File: config.mk
export PLATFORM = sky130hd
export DESIGN_NAME = posted_cas_delay
export DESIGN_NICKNAME = d
export VERILOG_FILES = /design/src/rtl/pcd_pkg.sv /design/src/rtl/pcd_mode_reg.sv /design/src/rtl/pcd_shift_line.sv /design/src/rtl/pcd_tap_pick.sv /design/src/rtl/posted_cas_delay.sv
export SDC_FILE = /design/constraint.sdc
export NUM_CORES = 1
export LEC_CHECK = 0
export BUFFER_PORTS_ARGS = -buffer_cell sky130_fd_sc_hd__buf_2
export CELL_PAD_IN_SITES_DETAIL_PLACEMENT = 1
export CELL_PAD_IN_SITES_GLOBAL_PLACEMENT = 2
export CORE_ASPECT_RATIO = 1.75
export CORE_MARGIN = 2
export CORE_UTILIZATION = 41
export CTS_CLUSTER_DIAMETER = 80
export DETAILED_ROUTE_END_ITERATION = 16
export HOLD_SLACK_MARGIN = 0.05
export PLACE_DENSITY_LB_ADDON = 0.1
export SYNTH_ARGS = -nofsm -noshare
export SYNTH_HDL_FRONTEND = slang
export SYNTH_SLANG_ARGS = --single-unit
File: constraint.sdc
create_clock -name clk -period 10.3 [get_ports clk]
set_input_delay 0.515 -clock clk [delete_from_list [all_inputs] [get_ports clk]]
set_output_delay 0.515 -clock clk [all_outputs]
set_load 0.01 [all_outputs]
File: src/rtl/pcd_pkg.sv
package pcd_pkg;

    localparam int AL_W     = 3;
    localparam int CL_W     = 3;
    localparam int MAX_AL   = 6;
    localparam int MIN_CL   = 3;
    localparam int MAX_CL   = 6;
    localparam int PIPE_LEN = MAX_AL + MAX_CL;

    typedef enum logic {
        KIND_READ  = 1'b0,
        KIND_WRITE = 1'b1
    } cmd_kind_e;

    function automatic logic al_code_ok(input logic [AL_W-1:0] code);
        return int'(code) <= MAX_AL;
    endfunction

    function automatic logic cl_code_ok(input logic [CL_W-1:0] code);
        return (int'(code) >= MIN_CL) && (int'(code) <= MAX_CL);
    endfunction

endpackage

File: src/rtl/pcd_mode_reg.sv
module pcd_mode_reg
    import pcd_pkg::*;
#(
    parameter logic [AL_W-1:0] RST_AL = '0,
    parameter logic [CL_W-1:0] RST_CL = 3'd3
) (
    input  logic            clk,
    input  logic            rst,
    input  logic            mr_wr,
    input  logic [AL_W-1:0] mr_al,
    input  logic [CL_W-1:0] mr_cl,
    input  logic            busy,
    output logic [AL_W-1:0] al_q,
    output logic [CL_W-1:0] cl_q,
    output logic            err_q
);

    logic accept;

    always_comb begin
        accept = !busy && al_code_ok(mr_al) && cl_code_ok(mr_cl);
    end

    always_ff @(posedge clk) begin
        if (rst) begin
            al_q  <= RST_AL;
            cl_q  <= RST_CL;
            err_q <= 1'b0;
        end else begin
            err_q <= mr_wr && !accept;
            if (mr_wr && accept) begin
                al_q <= mr_al;
                cl_q <= mr_cl;
            end
        end
    end

endmodule

File: src/rtl/pcd_shift_line.sv
module pcd_shift_line #(
    parameter int W     = 18,
    parameter int DEPTH = 12
) (
    input  logic                      clk,
    input  logic                      rst,
    input  logic [W-1:0]              din,
    output logic [DEPTH-1:0][W-1:0]   taps
);

    for (genvar g = 0; g < DEPTH; g++) begin : g_stage
        always_ff @(posedge clk) begin
            if (rst) begin
                taps[g] <= '0;
            end else begin
                if (g == 0) begin
                    taps[g] <= din;
                end else begin
                    taps[g] <= taps[(g == 0) ? 0 : g-1];
                end
            end
        end
    end

endmodule

File: src/rtl/pcd_tap_pick.sv
module pcd_tap_pick #(
    parameter int W     = 18,
    parameter int DEPTH = 12,
    parameter int IDX_W = 4
) (
    input  logic [DEPTH-1:0][W-1:0] taps,
    input  logic [IDX_W-1:0]        idx,
    output logic [W-1:0]            dout
);

    always_comb begin
        dout = '0;
        for (int i = 0; i < DEPTH; i++) begin
            if (idx == IDX_W'(i)) begin
                dout = taps[i];
            end
        end
    end

endmodule

File: src/rtl/posted_cas_delay.sv
module posted_cas_delay
    import pcd_pkg::*;
#(
    parameter int ADDR_W = 16
) (
    input  logic              clk,
    input  logic              rst,
    input  logic              mr_wr,
    input  logic [2:0]        mr_al,
    input  logic [2:0]        mr_cl,
    input  logic              cmd_vld,
    input  logic              cmd_wr,
    input  logic [ADDR_W-1:0] cmd_addr,
    output logic              iss_vld,
    output logic              iss_wr,
    output logic [ADDR_W-1:0] iss_addr,
    output logic              rdv_vld,
    output logic [ADDR_W-1:0] rdv_addr,
    output logic              wrw_vld,
    output logic [ADDR_W-1:0] wrw_addr,
    output logic              cfg_err
);

    localparam int SLOT_W = ADDR_W + 2;
    localparam int DEPTH  = PIPE_LEN;
    localparam int IDX_W  = $clog2(DEPTH + 1);

    typedef struct packed {
        logic              vld;
        cmd_kind_e         kind;
        logic [ADDR_W-1:0] addr;
    } slot_t;

    logic [AL_W-1:0]               act_al;
    logic [CL_W-1:0]               act_cl;
    logic                          busy;
    slot_t                         in_slot;
    logic [DEPTH-1:0][SLOT_W-1:0]  taps;
    logic [IDX_W-1:0]              iss_idx;
    logic [IDX_W-1:0]              rd_idx;
    logic [IDX_W-1:0]              wr_idx;
    slot_t                         iss_tap;
    slot_t                         rd_tap;
    slot_t                         wr_tap;
    slot_t                         iss_slot;

    // in-flight detection: any live stage or a command arriving now
    always_comb begin
        busy = cmd_vld;
        for (int i = 0; i < DEPTH; i++) begin
            busy = busy | taps[i][SLOT_W-1];
        end
    end

    pcd_mode_reg u_mode (
        .clk   (clk),
        .rst   (rst),
        .mr_wr (mr_wr),
        .mr_al (mr_al),
        .mr_cl (mr_cl),
        .busy  (busy),
        .al_q  (act_al),
        .cl_q  (act_cl),
        .err_q (cfg_err)
    );

    always_comb begin
        in_slot.vld  = cmd_vld;
        in_slot.kind = cmd_kind_e'(cmd_wr);
        in_slot.addr = cmd_addr;
    end

    pcd_shift_line #(
        .W     (SLOT_W),
        .DEPTH (DEPTH)
    ) u_line (
        .clk  (clk),
        .rst  (rst),
        .din  (in_slot),
        .taps (taps)
    );

    // stage k holds a command k+1 cycles after it arrived
    always_comb begin
        iss_idx = (act_al == '0) ? '0 : IDX_W'(act_al) - IDX_W'(1);
        rd_idx  = IDX_W'(act_al) + IDX_W'(act_cl) - IDX_W'(1);
        wr_idx  = IDX_W'(act_al) + IDX_W'(act_cl) - IDX_W'(2);
    end

    pcd_tap_pick #(.W(SLOT_W), .DEPTH(DEPTH), .IDX_W(IDX_W)) u_pick_iss (
        .taps (taps),
        .idx  (iss_idx),
        .dout (iss_tap)
    );

    pcd_tap_pick #(.W(SLOT_W), .DEPTH(DEPTH), .IDX_W(IDX_W)) u_pick_rd (
        .taps (taps),
        .idx  (rd_idx),
        .dout (rd_tap)
    );

    pcd_tap_pick #(.W(SLOT_W), .DEPTH(DEPTH), .IDX_W(IDX_W)) u_pick_wr (
        .taps (taps),
        .idx  (wr_idx),
        .dout (wr_tap)
    );

    always_comb begin
        iss_slot = (act_al == '0) ? in_slot : iss_tap;
        iss_vld  = iss_slot.vld;
        iss_wr   = (iss_slot.kind == KIND_WRITE);
        iss_addr = iss_slot.addr;
        rdv_vld  = rd_tap.vld && (rd_tap.kind == KIND_READ);
        rdv_addr = rd_tap.addr;
        wrw_vld  = wr_tap.vld && (wr_tap.kind == KIND_WRITE);
        wrw_addr = wr_tap.addr;
    end

endmodule

==> results of run 1 <==
-- registers in the layout, summed over array words and instances (netlist names) --
signal	count
u_mode.al_q	3
u_mode.err_q	1
u_line.taps	216
u_mode.cl_q	3
-- logic make-up after synthesis --
family,share of synthesized area [%]
xor gates and xnor gates,0.212
DFF,37.8
buffers and inverters,4.69
adders and majority gates,0.593
muxes,11.3
and+or+nand+nor,22.0
AOI/OAI and AO/OA,23.5
-- worst max-delay path: cells and delay by family (launching register included) --
family	cells	cell delay [ns]
AOI/OAI and AO/OA	3	0.89
xor gates and xnor gates	1	0.18
adders and majority gates	3	1.36
buffers and inverters	5	1.37
DFF	1	0.33
and+or+nand+nor	3	0.94
-- per-stage QoR --
stage | cell area, µm² | util (%) | setup slack, ns | hold slack, ns | power (mW)
2_1_floorplan | 11800 | - | 5.89 | 0.428 | 1.18
3_3_place_gp | 12400 | 43.4 | 4.86 | 0.438 | 1.32
3_5_place_dp | 12400 | 43.4 | 4.73 | 0.455 | 1.33
4_1_cts | 13200 | 46.3 | 4.14 | 0.165 | 2.26
5_1_grt | 13200 | 46.3 | 3.77 | 0.191 | 2.33
6_report | 13200 | 46.3 | 4.12 | 0.191 | 2.24
-- placed cells by master (no fill, tap or decap), types with 5 or more instances in the layout --
master / netlist / routed
a31oi_1: 29 / 29
o221a_2: 12 / 12
a221oi_1: 10 / 10
a32oi_1: 5 / 5
inv_1: 11 / 11
nand3_1: 26 / 26
clkinv_2: 0 / 8
a22oi_1: 18 / 18
a311oi_2: 9 / 9
o22ai_1: 34 / 34
o211ai_2: 8 / 8
nor3_1: 14 / 14
o221ai_1: 19 / 19
nand2b_1: 11 / 11
a311oi_1: 5 / 5
mux2_2: 34 / 34
o211ai_1: 12 / 12
o21ai_0: 100 / 100
nand2_1: 104 / 104
clkbuf_16: 0 / 25
o21ai_1: 12 / 12
a211oi_1: 10 / 10
mux4_2: 16 / 16
mux2i_1: 59 / 59
dfxtp_1: 223 / 221
nor2_1: 115 / 115
a21oi_1: 64 / 63
buf_2: 35 / 78
nor2b_1: 216 / 216
buf_4: 3 / 19
o221ai_2: 7 / 7
-- where the power goes --
part | switching [mW] | total [mW] | internal (mW) | leakage (nW)
clock | 0.387 | 0.931 | 0.544 | 0.420
combinational | 0.269 | 0.421 | 0.152 | 2.80
sequential | 0.0148 | 0.890 | 0.875 | 1.81
-- metal layers --
| layer | vias up | global-route usage (%) | wire length, µm |
|---|---|---|---|
| met3 | 92 | 3.50 | 1780 |
| met1 | 5261 | 37.0 | 19300 |
| li1 | 4959 | - | - |
| met4 | 0 | 9.38 | 1370 |
| met2 | 268 | 45.0 | 19800 |
| met5 | - | 0 | 0 |
-- worst min-delay path by stage --
stage                      from          endpoint  depth (start not counted)
2_1_floorplan  u_line.taps[187]  u_line.taps[205]                          2
3_3_place_gp   u_line.taps[187]  u_line.taps[205]                          2
3_5_place_dp   u_line.taps[163]  u_line.taps[181]                          2
4_1_cts            cmd_addr[13]   u_line.taps[13]                          2
5_1_grt             cmd_addr[8]    u_line.taps[8]                          2
6_report           cmd_addr[13]   u_line.taps[13]                          2
-- layout make-up --
type,instances,area [µm²],share of cell area (%)
Clock buffer,31,678,5.13
Clock inverter,15,164,1.24
Multi-Input combinational cell,1018,6840,51.7
Sequential cell,223,4470,33.8
Timing Repair Buffer,98,544,4.12
Tap cell,378,473,3.58
Inverter,14,52.6,0.398
==> impl_metrics.tcl, run 1 <==
set metrics [dict create \
    status "finished clean" \
    grt_pass1_wl_mm 65.6 \
    slowest_delay_ns 0.68 \
    cts_tree "done" \
    dp.cells 1731 \
    finalMaxSlewViolations 0 \
    finClkSkew_ns 0.0101 \
    path_max_fanout 32 \
    die_w_um 132 \
    synthArstFlopShare_pct 0 \
    nets 1412 \
    diodes 0 \
    grt_max_degree 134 \
    clock_latency_ns 0.55 \
    cp_cell_sequence "ha_4 > fa_4 > xor2_4 > inv_2 > buf_4 > ha_1 > clkinv_1 > o21ai_2 > and2_1 > buf_4 > nand3_1 > o32ai_1 > a31oi_1 > nor2_1 > buf_2" \
    dp_hpwl_mm 28.7 \
    ant_nets 0 \
    num_vias 10580 \
    ys_ff_latch 223 \
    cts.sinks 223 \
    dr.pass1.iters 4 \
    hold_violations 0 \
    first_iter_violations 639 \
    die_y_um 229 \
    slew-limit-headroom_pct 24.9 \
    synth_ff_type "dfxtp_1" \
    irDropWorstVdd_mv 0.124 \
    rrSetupSlack_ns 8.01 \
    drt_wl_total_mm 42.2 \
    track_usage_pct 27.4 \
    ctsHtreeMaxLevel 1 \
    std_cell_rows 82 \
    ys_types 73 \
    power_leakage_nw 5.02 \
    drive_above_1_share_pct 17.5 \
    synth.most_common_cell "dfxtp_1" \
    antenna_found_initial 0 \
    synth_edf_count 0 \
    dieArea_um2 30300 \
    critPathCapture "rdv_vld" \
    crit_slowest_cell "ha_1" \
    area.growth.synth_to_final_pct 11.8 \
    yosysTopAreaCell "dfxtp_1" \
    ff2ff_path_depth 6 \
    rr_startpoint "u_line.taps[35]" \
    critPathMostFrequentCell "buf_4" \
    setup_tns_ns 0 \
    fill_cells 3412 \
    period_share_pct 60.0 \
    arrival_ns 5.67 \
    seq_area_frac_synth_pct 37.8 \
    gp_congestion 0.829 \
    yosys-top-cells-area "dfxtp_1 38%, nor2b_1 11%, mux2i_1 5.0%" \
    clock_tree.buffer_depth 3 \
    startpoint "u_mode.cl_q[0]" \
    cts_setup_buffers 0 \
    pwr_density_cell_nw_per_um2 170 \
    yosys-top-cells-count "223 x dfxtp_1, 216 x nor2b_1, 115 x nor2_1, 104 x nand2_1, 100 x o21ai_0" \
    rsz0062_at_grt "false" \
    gr-total-overflow 0 \
    synth_top_area_share_pct 37.8 \
    layout.cells.non_filler 1777 \
    worst_pin_slew_ns 1.12 \
    wl_per_cell_um 23.8 \
    portBuffers 79 \
    cts-root-buf "clkbuf_16" \
    grt_pass1_vias 10610 \
    synth.avg_cell_area_um2 8.63 \
    hp-class "input port to flip-flop" \
    critPathCaptureType "primary output" \
    worst-setup-path-type "flip-flop to primary output" \
    io-pin-count 80 \
    max_cap_viol_count 0 \
    cts-resized-gates 0 \
    synth_area_um2 11800 \
    yosys_warnings 0 \
    setup_violations 0 \
    netlist_instances 1370 \
    start_kind "flip-flop" \
    hold_buffers 0 \
    drc_errors 0 \
    syn-num-nets 1402 \
    cts_inserted_buffers 25 \
    period_minus_slack_ns 6.18 \
    vias_per_cell 5.95 \
    cp_data_required_time_ns 9.79 \
    start_util_pct 41.4 \
    rr_endpoint "u_mode.cl_q[0]" \
    path_clk_slew_ns 0.06 \
    core-area_um2 28500 \
    max_freq_ghz 0.162 \
]
Note: power is estimated with default switching activity, not from simulation.
==> run 2, diff against run 1 <==
--- a/config.mk
+++ b/config.mk
@@ -10,7 +10,7 @@
 export CELL_PAD_IN_SITES_GLOBAL_PLACEMENT = 2
 export CORE_ASPECT_RATIO = 1.75
 export CORE_MARGIN = 2
-export CORE_UTILIZATION = 41
+export CORE_UTILIZATION = 38
 export CTS_CLUSTER_DIAMETER = 80
 export DETAILED_ROUTE_END_ITERATION = 16
 export HOLD_SLACK_MARGIN = 0.05
==> constraint.sdc (replaced) <==
create_clock -name clk -period 6.1 [get_ports clk]
set_input_delay 0.305 -clock clk [delete_from_list [all_inputs] [get_ports clk]]
set_output_delay 0.305 -clock clk [all_outputs]
set_load 0.01 [all_outputs]
==> run 2 against run 1 <==
Worst hold slack got worse by 0.12 ns. Critical path type unchanged. Largest power group unchanged. Final cell count rose by 2.1%. Global-route usage fell by 0.64 points. Highest routed layer unchanged. Power rose by 73%. Clock skew fell by 0.00074 ns. Critical path depth fell by 2.
==> impl_metrics.tcl, run 2 (synthesis gave the netlist of run 1 again) <==
set metrics [dict create \
    status "finished clean" \
    fill_cells 3550 \
    cts-root-buf "clkbuf_16" \
    num_vias 10548 \
    finalMaxSlewViolations 0 \
    place_ws_ns 1.29 \
    cts_inserted_buffers 24 \
    power_leakage_nw 5.14 \
    fin_area_um2 13500 \
    holdWs_ns 0.0676 \
    top_register "u_line.taps" \
    slew-limit-headroom_pct 32.5 \
    drc_errors 0 \
    fin_util_pct 44.0 \
    grt_pass1_vias 10710 \
    setup_ws_ns 0.706 \
    irDropWorstVdd_mv 0.199 \
    rrSetupSlack_ns 3.68 \
    setup_violations 0 \
    io-pin-count 80 \
    crit_slowest_cell "fa_4" \
    finClkSkew_ns 0.00934 \
    hp-class "input port to flip-flop" \
    gp_congestion 0.821 \
    dieArea_um2 32600 \
    worst_pin_slew_ns 1.01 \
    critPathCaptureType "primary output" \
    start_util_pct 38.5 \
    period_share_pct 88.4 \
    clock_latency_ns 0.55 \
    max_freq_ghz 0.185 \
    first_iter_violations 651 \
    portBuffers 79 \
    m1WireLength_mm 19.9 \
    highest_layer "met4" \
    grt_max_degree 131 \
    cts.sinks 223 \
    final_cell_mix "221 x dfxtp_1, 216 x nor2b_1, 115 x nor2_1" \
    die_w_um 137 \
    pwr_density_cell_nw_per_um2 286 \
    reg_top3 "u_line.taps x216, u_mode.al_q x3, u_mode.cl_q x3" \
    hold_violations 0 \
    ctsHtreeMaxLevel 1 \
    std_cell_rows 85 \
    ant_nets 0 \
    vias_per_cell 5.81 \
    period_minus_slack_ns 5.39 \
    dr_wl_met2_mm 20.3 \
    track_usage_pct 26.8 \
    path_delay_family "adder cells" \
    grt_pass1_wl_mm 66.7 \
    die_y_um 237 \
    diodes 0 \
    antenna_found_initial 0 \
    max_cap_viol_count 0 \
    cts_tree "done" \
    path_clk_slew_ns 0.06 \
    arrival_ns 5.09 \
    area.growth.synth_to_final_pct 14.4 \
    clock_tree.buffer_depth 3 \
    dr.pass1.iters 7 \
    cp_cell_sequence "ha_4 > fa_4 > inv_1 > ha_1 > clkinv_1 > o21ai_2 > and2_1 > buf_4 > nand3_1 > o22ai_1 > o21ai_0 > o211ai_1 > buf_2" \
    rsz0062_at_grt "false" \
    core-area_um2 30700 \
    dp_hpwl_mm 29.3 \
    largest_reg_flops 216 \
    final_common_cell "dfxtp_1" \
    slowest_delay_ns 0.65 \
    worst-path-buf-inv 4 \
    multi_input_area_um2 6830 \
    drive_above_1_share_pct 17.4 \
    seq_area_um2 4470 \
    start_kind "flip-flop" \
    drt_wl_total_mm 43.2 \
    cp_data_required_time_ns 5.79 \
    nets 1437 \
    worst-setup-path-type "flip-flop to primary output" \
    wl_per_cell_um 23.8 \
    setup_tns_ns 0 \
    place_area_um2 12400 \
    path_max_fanout 20 \
    wl_met3_mm 1.89 \
    gr-total-overflow 0 \
]
==> run 2: through the flow <==
| stage | total power, mW | cells |
|---|---|---|
| 2_1_floorplan | 2.00 | 1370 |
| 3_3_place_gp | 2.24 | 1747 |
| 3_5_place_dp | 2.25 | 1747 |
| 4_1_cts | 3.90 | 1814 |
| 5_1_grt | 4.02 | 1814 |
| 6_report | 3.87 | 1814 |
==> run 2: path summary, 6_finish.rpt <==
path,start,end,cells past startpoint
worst max register to register,u_line.taps[35],u_mode.al_q[1],6
worst min-delay path,mr_al[0],u_mode.al_q[0],3
worst min register to register,u_line.taps[164],u_line.taps[182],2
worst max-delay path,u_mode.cl_q[0],rdv_addr[2],13
==> run 2: report_power, final <==
group | internal, mW | switching (mW)
Sequential | 1.48 | 0.0247
Combinational | 0.267 | 0.458
Clock | 0.976 | 0.665
Total | 2.72 | 1.15
==> run 2: repair_timing <==
item	CTS	global route
gates resized for setup	0	0
endpoints found under the hold margin	23	0
setup buffers	0	0
hold buffers	23	0
==> run 2: worst register-to-register path, stage by stage (launching register included) <==
cell      delay [ns]
dfxtp_1         0.40
nor4_1          0.68
nand2_1         0.11
a311oi_1        0.30
and2_1          0.42
mux2i_1         0.30
nor2_1          0.07
==> run 2: area by class of cell <==
cell class	count	share of cell area, %
multi-input combinational	1018	50.5
sequential	223	33.0
timing repair buffer	124	5.98
clock buffer	28	4.77
tap	391	3.62
clock inverter	16	1.71
inverter	14	0.388
==> run 2: per-layer routing <==
layer  track usage (%)  up-vias
met3              3.28       67
met4              8.12        0
met2              43.2      256
met5                 0        -
met1              37.1     5211
li1                  -     5014
==> run 3, diff against run 2 <==
==> constraint.sdc (replaced) <==
create_clock -name clk -period 6.1 [get_ports clk]
set_input_delay 0.61 -clock clk [delete_from_list [all_inputs] [get_ports clk]]
set_output_delay 0.61 -clock clk [all_outputs]
set_load 0.01 [all_outputs]
==> run 3 against run 2 <==
Core utilization fell by 0.77 points. Final area fell by 1.7%. Clock power barely moved. Critical path depth rose by 1. First-iteration DRC count rose by 7.7%. Count of clock-buffer cells in the layout rose by 2. Worst setup slack got worse by 0.27 ns. Clock skew rose by 0.0027 ns.
==> impl_metrics.tcl, run 3 (synthesis gave the netlist of run 1 again) <==
set metrics [dict create \
    critPathCaptureType "primary output" \
    holdPathStages 2 \
    place_ws_ns 0.851 \
    clock_latency_ns 0.55 \
    hold_buffers 0 \
    setup_ws_ns 0.437 \
    hold_start "cmd_addr[2]" \
    rr_startpoint "u_line.taps[35]" \
    setup_violations 0 \
    start_util_pct 38.5 \
    largest_reg_flops 216 \
    power_leakage_nw 5.03 \
    finalMaxSlewViolations 0 \
    path_max_fanout 30 \
    rrSetupSlack_ns 3.75 \
    core-area_um2 30700 \
    die_y_um 237 \
    cp_data_required_time_ns 5.49 \
    reg_top3 "u_line.taps x216, u_mode.al_q x3, u_mode.cl_q x3" \
    cts-root-buf "clkbuf_16" \
    clock_tree.buffer_depth 3 \
    status "finished clean" \
    cts_inserted_buffers 24 \
    dr.pass1.iters 7 \
    finClkSkew_ns 0.0120 \
    max_cap_viol_count 0 \
    vias_per_cell 5.82 \
    hold_violations 0 \
    fin_util_pct 43.2 \
    diodes 0 \
    gr-total-overflow 0 \
    path_clk_slew_ns 0.06 \
    gp_congestion 0.863 \
    grt_pass1_wl_mm 64.6 \
    io-pin-count 80 \
    ff2ff_path_depth 6 \
    num_vias 10415 \
    hp-class "input port to flip-flop" \
    top_register "u_line.taps" \
    grt_pass1_vias 10523 \
    worst_pin_slew_ns 1.12 \
    use_met3_pct 2.52 \
    cts_setup_buffers 0 \
    nets 1412 \
    antenna_found_initial 0 \
    met2_usage_pct 40.5 \
    period_share_pct 92.8 \
    layout.cells.non_filler 1789 \
    irDropWorstVdd_mv 0.248 \
    grt_busiest_layer "met2" \
    arrival_ns 5.05 \
    first_iter_violations 701 \
    cts-resized-gates 0 \
    wl_per_cell_um 23.1 \
    final_cell_mix "221 x dfxtp_1, 216 x nor2b_1, 115 x nor2_1" \
    ant_nets 0 \
    holdWs_ns 0.289 \
    rr_endpoint "u_mode.cl_q[0]" \
    worst-setup-path-type "flip-flop to primary output" \
    gr-usage-met1_pct 37.1 \
    start_kind "flip-flop" \
    cts.sinks 223 \
    pwr_density_cell_nw_per_um2 288 \
    die_w_um 137 \
    startpoint "u_mode.cl_q[0]" \
    setup_tns_ns 0 \
    portBuffers 79 \
    dp.cells 1745 \
    dp_hpwl_mm 29.2 \
    max_freq_ghz 0.177 \
    drc_errors 0 \
    ctsHtreeMaxLevel 1 \
    grt_max_degree 98 \
    dieArea_um2 32600 \
    std_cell_rows 85 \
    slew-limit-headroom_pct 25.2 \
    rsz0062_at_grt "false" \
    track_usage_pct 25.7 \
    area.growth.synth_to_final_pct 12.4 \
    worstHoldEndpoint "u_line.taps[2]" \
    final_common_cell "dfxtp_1" \
    drive_above_1_share_pct 17.7 \
    period_minus_slack_ns 5.66 \
    cts_tree "done" \
    drt_wl_total_mm 41.4 \
]
==> run 3: worst max-delay path by stage <==
| stage | to | cells past startpoint |
|---|---|---|
| finish | rdv_addr[7] | 14 |
| global route | rdv_addr[7] | 14 |
| CTS | rdv_addr[3] | 13 |
| detailed placement | rdv_addr[3] | 13 |
| global placement | rdv_addr[3] | 13 |
| floorplan | rdv_vld | 17 |
==> run 3: final cells by class <==
class	instances	area (µm²)
Multi-Input combinational cell	1018	6850
Clock inverter	14	199
Timing Repair Buffer	99	552
Clock buffer	30	683
Fill cell	3631	17400
Sequential cell	223	4470
Inverter	14	52.6
Tap cell	391	489
==> run 3: power breakdown <==
group | internal (mW) | switching [mW] | total, mW | leakage [nW]
logic | 0.257 | 0.442 | 0.699 | 2.80
registers | 1.48 | 0.0270 | 1.50 | 1.81
clock network | 0.970 | 0.660 | 1.63 | 0.423
==> run 3: worst max-delay path: stages, from the launching register on <==
cell	delay, ns
dfxtp_1	0.34
ha_4	0.18
fa_4	1.01
inv_1	0.12
ha_1	0.20
buf_4	0.20
clkinv_1	0.21
o21ai_2	0.12
nand2_1	0.26
buf_4	0.34
nand3_1	0.59
nor2_1	0.27
o21ai_1	0.17
a221o_1	0.35
buf_2	0.14
==> run 3: routing by layer <==
layer / share of wire [%] / wire (µm) / up-vias
met3: 3.3 / 1380 / 58
met1: 48 / 20000 / 5180
met2: 46 / 18900 / 216
met5: 0 / 0 / -
met4: 2.6 / 1060 / 0
li1: - / - / 4961
==> run 3: stage by stage <==
step	instance area, µm²	power (mW)
after global routing	13300	3.99
after CTS	13300	3.88
after global placement	12400	2.23
after floorplan	11800	2.00
after detailed placement	12400	2.23
final	13300	3.83
